===== config.mk =====
export PLATFORM = sky130hd
export DESIGN_NAME = tdma_tx_engine
export DESIGN_NICKNAME = d
export VERILOG_FILES = /design/src/rtl/tdma_pkg.sv /design/src/rtl/tdma_next_ptr.sv /design/src/rtl/tdma_stall_timer.sv /design/src/rtl/tdma_tx_engine.sv
export SDC_FILE = /design/constraint.sdc
export NUM_CORES = 1
export LEC_CHECK = 0
export ABC_AREA = 1
export CORE_MARGIN = 2
export CORE_UTILIZATION = 30
export DETAILED_ROUTE_END_ITERATION = 8
export GPL_TIMING_DRIVEN = 0
export HOLD_SLACK_MARGIN = 0.03
export RECOVER_POWER = 50
export SYNTH_ARGS = -nofsm -noshare
export SYNTH_HDL_FRONTEND = slang
export SYNTH_HIERARCHICAL = 1
export SYNTH_SLANG_ARGS = --single-unit

===== constraint.sdc =====
create_clock -name clk -period 2.75 [get_ports clk]
set_input_delay 0.4125 -clock clk [delete_from_list [all_inputs] [get_ports clk]]
set_output_delay 0.4125 -clock clk [all_outputs]
set_load 0.05 [all_outputs]

===== src/rtl/tdma_pkg.sv =====
package tdma_pkg;
    typedef enum logic [2:0] {
        S_IDLE, S_FETCH, S_CHECK, S_LOAD, S_LATCH, S_SEND, S_WBACK
    } tdma_state_e;

    localparam int DESC_WORDS = 4;
    localparam int LEN_W      = 11;
    localparam int OWN_BIT    = 31;
    localparam int ERR_SUM    = 15;
    localparam int ERR_UNDER  = 1;
    localparam int CTL_LS     = 30;
    localparam int CTL_FS     = 29;
    localparam int CTL_EOR    = 25;
    localparam int CTL_CHAIN  = 24;
endpackage


===== src/rtl/tdma_next_ptr.sv =====
module tdma_next_ptr #(
    parameter int AW = 16
) (
    input  logic [AW-1:0] cur,
    input  logic [AW-1:0] ring_base,
    input  logic          eor,
    input  logic          chain,
    input  logic [AW-1:0] link,
    output logic [AW-1:0] nxt
);
    import tdma_pkg::*;

    always_comb begin
        if (eor)        nxt = ring_base;
        else if (chain) nxt = link;
        else            nxt = cur + AW'(DESC_WORDS);
    end
endmodule


===== src/rtl/tdma_stall_timer.sv =====
module tdma_stall_timer #(
    parameter int LIMIT = 64
) (
    input  logic clk,
    input  logic rst_n,
    input  logic active,
    output logic hit
);
    localparam int CW = $clog2(LIMIT + 1);

    logic [CW-1:0] cnt_q;

    always_ff @(posedge clk or negedge rst_n) begin
        if (!rst_n)      cnt_q <= '0;
        else if (!active) cnt_q <= '0;
        else if (cnt_q != CW'(LIMIT)) cnt_q <= cnt_q + 1'b1;
    end

    assign hit = active && (cnt_q == CW'(LIMIT));

    p_count_bound_r10: assert property (@(posedge clk) disable iff (!rst_n)
        (cnt_q <= CW'(LIMIT)));
endmodule


===== src/rtl/tdma_tx_engine.sv =====
module tdma_tx_engine #(
    parameter int AW          = 16,
    parameter int STALL_LIMIT = 64
) (
    input  logic          clk,
    input  logic          rst_n,
    input  logic [AW-1:0] ring_base,
    input  logic          tx_start,
    input  logic          poll_wr,
    output logic          mem_en,
    output logic          mem_we,
    output logic [AW-1:0] mem_addr,
    output logic [31:0]   mem_wdata,
    input  logic [31:0]   mem_rdata,
    output logic          tx_valid,
    input  logic          tx_ready,
    output logic [7:0]    tx_data,
    output logic          tx_sof,
    output logic          tx_eof
);
    import tdma_pkg::*;

    tdma_state_e state_q, state_d;

    logic [2:0]       fcnt_q;
    logic [31:0]      stat_q, ctrl_q, bufp_q, link_q, word_q;
    logic [AW-1:0]    cur_q, widx_q, nxt_ptr;
    logic [1:0]       bidx_q;
    logic [LEN_W-1:0] left_q;
    logic             first_q, err_q, start_q;
    logic             fire, stall_hit;
    logic             unused_desc;

    assign unused_desc = ^{stat_q[30:0], ctrl_q[31], ctrl_q[28:26], ctrl_q[23:11],
                           bufp_q[31:AW], link_q[31:AW]};

    tdma_next_ptr #(.AW(AW)) u_next (
        .cur       (cur_q),
        .ring_base (ring_base),
        .eor       (ctrl_q[CTL_EOR]),
        .chain     (ctrl_q[CTL_CHAIN]),
        .link      (link_q[AW-1:0]),
        .nxt       (nxt_ptr)
    );

    tdma_stall_timer #(.LIMIT(STALL_LIMIT)) u_stall (
        .clk    (clk),
        .rst_n  (rst_n),
        .active (tx_valid && !tx_ready),
        .hit    (stall_hit)
    );

    assign fire = tx_valid && tx_ready;

    // State register
    always_ff @(posedge clk or negedge rst_n) begin
        if (!rst_n) state_q <= S_IDLE;
        else        state_q <= state_d;
    end

    // Transitions
    always_comb begin
        state_d = state_q;
        unique case (state_q)
            S_IDLE:  if (poll_wr && tx_start) state_d = S_FETCH;
            S_FETCH: if (fcnt_q == 3'd4) state_d = S_CHECK;
            S_CHECK: begin
                if (!stat_q[OWN_BIT])                state_d = S_IDLE;
                else if (ctrl_q[LEN_W-1:0] == '0)    state_d = S_WBACK;
                else                                 state_d = S_LOAD;
            end
            S_LOAD:  state_d = S_LATCH;
            S_LATCH: state_d = S_SEND;
            S_SEND: begin
                if (stall_hit)                 state_d = S_WBACK;
                else if (fire && left_q == 1)  state_d = S_WBACK;
                else if (fire && bidx_q == 2'd3) state_d = S_LOAD;
            end
            S_WBACK: state_d = tx_start ? S_FETCH : S_IDLE;
            default: state_d = S_IDLE;
        endcase
    end

    // Datapath registers
    always_ff @(posedge clk or negedge rst_n) begin
        if (!rst_n) begin
            fcnt_q  <= '0;
            stat_q  <= '0;
            ctrl_q  <= '0;
            bufp_q  <= '0;
            link_q  <= '0;
            word_q  <= '0;
            cur_q   <= '0;
            widx_q  <= '0;
            bidx_q  <= '0;
            left_q  <= '0;
            first_q <= 1'b0;
            err_q   <= 1'b0;
            start_q <= 1'b0;
        end else begin
            start_q <= tx_start;
            unique case (state_q)
                S_IDLE: begin
                    fcnt_q <= '0;
                    if (tx_start && !start_q) cur_q <= ring_base;
                end
                S_FETCH: begin
                    fcnt_q <= fcnt_q + 1'b1;
                    case (fcnt_q)
                        3'd1: stat_q <= mem_rdata;
                        3'd2: ctrl_q <= mem_rdata;
                        3'd3: bufp_q <= mem_rdata;
                        3'd4: link_q <= mem_rdata;
                        default: ;
                    endcase
                end
                S_CHECK: begin
                    left_q  <= ctrl_q[LEN_W-1:0];
                    widx_q  <= '0;
                    bidx_q  <= '0;
                    first_q <= 1'b1;
                    err_q   <= 1'b0;
                end
                S_LOAD: ;
                S_LATCH: word_q <= mem_rdata;
                S_SEND: begin
                    if (stall_hit) begin
                        err_q <= 1'b1;
                    end else if (fire) begin
                        left_q  <= left_q - 1'b1;
                        bidx_q  <= bidx_q + 1'b1;
                        first_q <= 1'b0;
                        if (bidx_q == 2'd3) widx_q <= widx_q + 1'b1;
                    end
                end
                S_WBACK: begin
                    cur_q  <= nxt_ptr;
                    fcnt_q <= '0;
                end
                default: ;
            endcase
        end
    end

    // Outputs
    always_comb begin
        mem_en    = 1'b0;
        mem_we    = 1'b0;
        mem_addr  = cur_q;
        mem_wdata = '0;
        tx_valid  = 1'b0;
        tx_sof    = 1'b0;
        tx_eof    = 1'b0;
        tx_data   = word_q[8*bidx_q +: 8];
        unique case (state_q)
            S_FETCH: begin
                mem_en   = (fcnt_q < 3'd4);
                mem_addr = cur_q + AW'(fcnt_q);
            end
            S_LOAD: begin
                mem_en   = 1'b1;
                mem_addr = bufp_q[AW-1:0] + widx_q;
            end
            S_SEND: begin
                tx_valid = 1'b1;
                tx_sof   = first_q && ctrl_q[CTL_FS];
                tx_eof   = (left_q == 1) && ctrl_q[CTL_LS];
            end
            S_WBACK: begin
                mem_en   = 1'b1;
                mem_we   = 1'b1;
                mem_wdata[ERR_SUM]   = err_q;
                mem_wdata[ERR_UNDER] = err_q;
            end
            default: ;
        endcase
    end

    p_quiet_unowned_r3: assert property (@(posedge clk) disable iff (!rst_n)
        (state_q == S_CHECK && !stat_q[OWN_BIT]) |=> !mem_en && !tx_valid);
    p_marks_valid_r5: assert property (@(posedge clk) disable iff (!rst_n)
        (tx_sof || tx_eof) |-> tx_valid);
    p_wb_release_r6: assert property (@(posedge clk) disable iff (!rst_n)
        (mem_en && mem_we) |-> !mem_wdata[OWN_BIT] && (mem_wdata[ERR_SUM] == mem_wdata[ERR_UNDER]));
    p_hold_byte_r9: assert property (@(posedge clk) disable iff (!rst_n)
        (tx_valid && !tx_ready && !stall_hit) |=> tx_valid && $stable(tx_data) && $stable(tx_sof));
    p_abort_wb_r10: assert property (@(posedge clk) disable iff (!rst_n)
        stall_hit |=> mem_en && mem_we && mem_wdata[ERR_SUM]);
    p_stop_r12: assert property (@(posedge clk) disable iff (!rst_n)
        (mem_en && mem_we && !tx_start) |=> !mem_en);
endmodule


==> Word level (Yosys, flattened, before mapping) <==
Cells that the tools add are included.
{ "word_totals": {"wordCells": 113, "out_inout_bits": 61, "inputBits": 53, "register_bits": 188} }
{ "op_classes": {"add_sub_neg": 8, "n_reduce_logical": 27, "shifts": 1, "muxes": 38, "n_eq_ne": 23, "magnitude_cmp": 1} }
{ "op_table": {"columns": ["operator", "n"], "rows": [
  ["16-bit 2-to-1 mux", 6],
  ["16-bit one-hot mux with 2 select lines", 3],
  ["32-bit by 6-bit indexed part select with 8-bit output", 1],
  ["11-bit 2-to-1 mux", 2],
  ["11-bit one-hot mux with 2 select lines", 1],
  ["3-bit 2-to-1 mux", 7],
  ["3-bit one-hot mux with 7 select lines", 1],
  ["16-bit by 1-bit adder with 16-bit output, second input constant", 1],
  ["16-bit adder", 1],
  ["16-bit by 3-bit adder with 16-bit output", 1],
  ["16-bit by 3-bit adder with 16-bit output, second input constant", 1],
  ["2-bit inequality test, second input constant", 8],
  ["7-bit 2-to-1 mux", 2],
  ["3-bit by 2-bit == test with 1-bit output, second input constant", 4],
  ["3-bit == test, second input constant", 4],
  ["2-bit AND reduction", 6],
  ["11-bit by 1-bit == test with 1-bit output, second input constant", 1],
  ["11-bit logical NOT", 1],
  ["11-bit by 1-bit subtractor with 11-bit output, second input constant", 1],
  ["1-bit logical AND", 9],
  ["1-bit 2-to-1 mux", 9],
  ["7-bit by 1-bit adder with 7-bit output, second input constant", 1],
  ["7-bit == test, second input constant", 1],
  ["7-bit inequality test, second input constant", 1],
  ["other kinds (16)", 25]
]} }

==> Longest topological paths before layout <==
{ "depth": {"word_depth": 8, "depth_mapped": 14, "ltp_nobuf": 14} }

==> Cells and area by module <==
Netlist, hierarchy kept.
{ "by_module_without_submodules": {"columns": ["module", "area_each_um2", "seq_area_each_um2", "cells_per_inst", "instances"], "rows": [
  ["tdma_tx_engine", 8380.5, 3353.2, 1109, 1],
  ["tdma_next_ptr", 686.9, 0.0, 140, 1],
  ["tdma_stall_timer", 401.6, 175.2, 54, 1]
]} }

==> Worst setup path after synthesis <==
OpenSTA, ideal clock, no wires.
{ "synth_path": {"path_type": "register -> output", "startpoint": "reg state_q[1]", "endpoint": "out tx_eof", "path_slack_ps": -114, "t_arrival_ps": 2452, "stages_incl_launch_ff": 7, "path_cell_list": "dfrtp_1 -> inv_2 -> nand3_4 -> inv_4 -> buf_2 -> nand2_1 -> nor4_1"} }
{ "synth_via": {"elab_chain_cells": 2} }
{ "synth_lines": {"columns": ["element", "line_no", "source"], "rows": [
  ["start, declared", "tdma_tx_engine.sv:23", "tdma_state_e state_q, state_d;"],
  ["start signal, assigned", "tdma_tx_engine.sv:58", "else state_q <= state_d;"],
  ["3-bit == test", "tdma_tx_engine.sv:155", "unique case (state_q)"],
  ["1-bit 2-to-1 mux", "tdma_tx_engine.sv:155", null],
  ["end, declared", "tdma_tx_engine.sv:19", "output logic tx_eof"]
]} }
Every way passes these cells.

==> Worst setup path after layout <==
{ "layout_path": {"startpoint": "reg cur_q[0]", "endpoint": "out mem_addr[10]"} }
{ "layout_via": {"elab_chain_cells": 2} }
{ "layout_lines": {"columns": ["element", "line_no", "source"], "rows": [
  ["start, declared", "tdma_tx_engine.sv:27", "logic [AW-1:0] cur_q, widx_q, nxt_ptr;"],
  ["start signal, assigned", "tdma_tx_engine.sv:105", "if (tx_start && !start_q) cur_q <= ring_base;"],
  ["start signal, assigned", "tdma_tx_engine.sv:137", "cur_q <= nxt_ptr;"],
  ["16-bit by 3-bit adder with 16-bit output", "tdma_tx_engine.sv:158", "mem_addr = cur_q + AW'(fcnt_q);"],
  ["16-bit one-hot mux with 2 select lines", "tdma_tx_engine.sv:155", null],
  ["end, declared", "tdma_tx_engine.sv:12", "output logic [AW-1:0] mem_addr,"]
]} }
Every way passes these cells.

==> flow_summary.json <==
{
  "reg2reg_from": "state_q[1]",
  "use_met3": 0.0347,
  "timing.setup.tns_ns": -0.107,
  "rsz0062_at_grt": "true",
  "path_class": "reg2out",
  "firstDrtPassIters": 5,
  "ys_ff_latch": 141,
  "grt_antenna_before_repair": 0,
  "max_freq_ghz": 0.359,
  "hpwl_um": 21900,
  "r2r_slack_ns": 0.45,
  "avgSynthCellArea_um2": 7.27,
  "synthTopCellsByCount": "nand2_1, inv_1, dfrtp_1",
  "synth_most_common_cell": "nand2_1",
  "netlist_instances": 1303,
  "layout_setup_ws_ns": -0.0385,
  "seq_area_um2": 3530,
  "drt-total-wl_um": 28900,
  "holdPathStages": 2,
  "yosysWarnings": 6,
  "core_region_area_um2": 31300,
  "cts_tree": "done",
  "synthMuxAreaShare": 0.0131,
  "grt_max_degree": 79,
  "yosysUniqueCellTypes": 52,
  "vias": 8890,
  "fill_cells": 3256,
  "setup_violations": 4,
  "finalPower_mw": 13.2,
  "gp_congestion": 0.902,
  "drive_gt1_frac": 0.177,
  "grtUsageTotal": 0.177,
  "maxCapViolations": 1,
  "numCtsBuffers": 17,
  "fp-row-count": 65,
  "synthSimpleGateAreaFrac": 0.300,
  "dieWidth_um": 182,
  "ys.flop_type": "dfrtp_1",
  "drtIter0Drc": 716,
  "dp_slack_ns": -0.438,
  "crit_slowest_cell": "dfrtp_1",
  "synth.area.top_cells": "dfrtp_1, nand2_1, o21ai_0, inv_1, ha_1",
  "cp_cell_sequence": "ha_2, inv_2, fa_2, inv_2, nand3_2, nand2_4, nand3b_1, buf_4, o31ai_1, nand2_1, buf_6",
  "r2r-end": "left_q[6]",
  "cpMostUsedCell": "inv_2",
  "slowest_delay_ns": 0.36,
  "power_density_nw_per_um2": 1120,
  "grt_util_met2": 0.276,
  "synth-edff-count": 0,
  "place_inst": 1818,
  "clk_pin_slew_ns": 0.07,
  "synth_top_area_share": 0.373,
  "multiInputGateArea_um2": 5120,
  "h-tree-depth": 4,
  "antenna_left": 0,
  "holdWs_ns": 0.475,
  "hold_path_end": "left_q[7]",
  "grt_pass1_vias": 8334,
  "hold_path_class": "reg2reg",
  "grt_pass1_wl_um": 45500,
  "final_hold_viol_count": 0,
  "min_from": "left_q[7]",
  "busiest_layer": "met2",
  "die_area_um2": 33000,
  "cts_root_buf": "clkbuf_16",
  "wl_per_cell_um": 15.5,
  "pin_count": 114,
  "fin_crit_sh": 1.01,
  "worstPathRequired_ns": 2.34,
  "clk_latency_ns": 0.43,
  "violations": "max-capacitance violations, max-slew violations, negative setup slack",
  "synth_top_family_by_area": "simple AND/OR/NAND/NOR gates",
  "slew_headroom": -0.312,
  "die_h_um": 182,
  "synth-compound-area-share": 0.141,
  "fin_skew_ns": 0.0121,
  "report.final.slew_viol_count": 79,
  "areaGrowthSynthToFinish_pct": 23.9,
  "critPathLaunch": "cur_q[0]",
  "port_buffers": 83,
  "post_synth_xor_area_fraction": 0.00832,
  "status": "finished, violations left",
  "cts_max_path_buffers": 2,
  "stdcell_count": 1860,
  "worstPathMaxFanout": 5,
  "cts.sinks": 141,
  "cp-start-kind": "register",
  "antenna_cells": 0,
  "leakage_nw": 5.69,
  "nNetsFinal": 1530,
  "worst_pin_slew_ns": 1.97,
  "drc": 0,
  "synth_fa_ha_area_frac": 0.0439,
  "yosysTopAreaCell": "dfrtp_1",
  "ir_drop_v": 0.000644,
  "grt.overflow.total": 0,
  "initial_core_util": 0.302,
  "met1_usage": 0.250,
  "crit_arrival_ns": 2.38,
  "worst_r2r_path_depth": 12,
  "syn-cell-area_um2": 9470,
  "finalWorstPathRequiredPeriod_ns": 2.79,
  "via_per_inst": 4.78,
  "seq_area_frac_synth": 0.373,
  "async_flop_share": 1.00,
  "critPathCaptureType": "primary output"
}
-- final cells by class --
type | instances | share of cell area
Clock buffer | 18 | 0.0374
Buffer | 69 | 0.0451
Clock inverter | 14 | 0.0106
Tap cell | 402 | 0.0429
Inverter | 163 | 0.0534
Multi-Input combinational cell | 959 | 0.436
Timing Repair Buffer | 94 | 0.0731
Sequential cell | 141 | 0.301
-- critical path, delay by kind of cell (launching register included) --
family	cells	cell delay (ns)
flip-flops	1	0.36
AO/OA/AOI/OAI	1	0.19
adder cells (fa/ha/maj)	2	0.55
buffers and inverters	4	0.43
AND/OR/NAND/NOR	4	0.42
-- routing by layer --
layer  wire [µm]  share of wire  vias to the layer above
li1            -              -                     4451
met1       13900           0.48                     4153
met2       12900           0.45                      258
met3        1600          0.055                       28
met4         524          0.018                        0
met5           0              0                        -
-- logic make-up (layout without fill, tap and decap cells) --
family          count (synthesis)  count (layout)
xor+xnor                        9               9
fa+ha+maj                      32              32
simple gates                  644             644
other cells                     1              30
buf+inv                       232             358
flops                         141             141
compound gates                233             233
mux                            11              11
-- state kept, by name, indices dropped and copies added, names as in the netlist --
register       cells
state_q            3
fcnt_q             3
bufp_q            16
u_stall/cnt_q      7
ctrl_q            15
start_q            1
err_q              1
link_q            16
bidx_q             2
widx_q            16
left_q            11
first_q            1
word_q            32
stat_q             1
cur_q             16
-- layout by cell type, fill, tap and decap left out, types with 6 or more instances in the layout --
master,netlist,final
clkbuf_16,0,17
nand3_1,65,60
o22ai_1,14,14
o21ai_2,20,22
nand2_1,392,387
inv_1,148,145
a21oi_1,42,41
mux2_2,11,11
clkbuf_1,7,6
nor3_1,19,19
ha_4,0,8
nand3_2,9,13
buf_4,36,53
buf_6,10,16
inv_2,12,11
nor2_1,99,95
clkbuf_2,0,7
buf_2,12,15
o21ai_1,24,24
conb_1,1,30
nand2_2,4,8
xor2_1,7,7
inv_4,2,6
dfrtp_1,141,137
nor2_4,6,8
o21ai_0,113,111
ha_1,30,17
nand4_1,28,28
clkdlybuf4s50_1,0,50
-- how the worst max path moves through the flow --
stage	end	cells after the start
2_1_floorplan	mem_addr[6]	10
3_3_place_gp	cur_q[11]	1
3_5_place_dp	mem_addr[12]	13
4_1_cts	mem_addr[12]	13
5_1_grt	mem_addr[10]	11
6_report	mem_addr[10]	11
-- what timing repair did --
item	4_1_cts	5_1_grt
pin swaps	2	17
resized for setup	136	71
cloned	0	0
endpoints found under the setup margin	31	27
setup buffers	5	5
hold buffers	0	0
-- per-stage QoR --
stage | util | area (µm²)
after floorplan | - | 9580
after global placement | 0.349 | 10900
after detailed placement | 0.350 | 10900
after CTS | 0.370 | 11600
after global routing | 0.375 | 11700
final | 0.375 | 11700
-- report_power, final --
part,switching [mW],internal (mW)
Combinational,4.65,2.45
Sequential,0.872,2.94
Clock,1.04,1.21
Power figures use the tool's default switching activity.
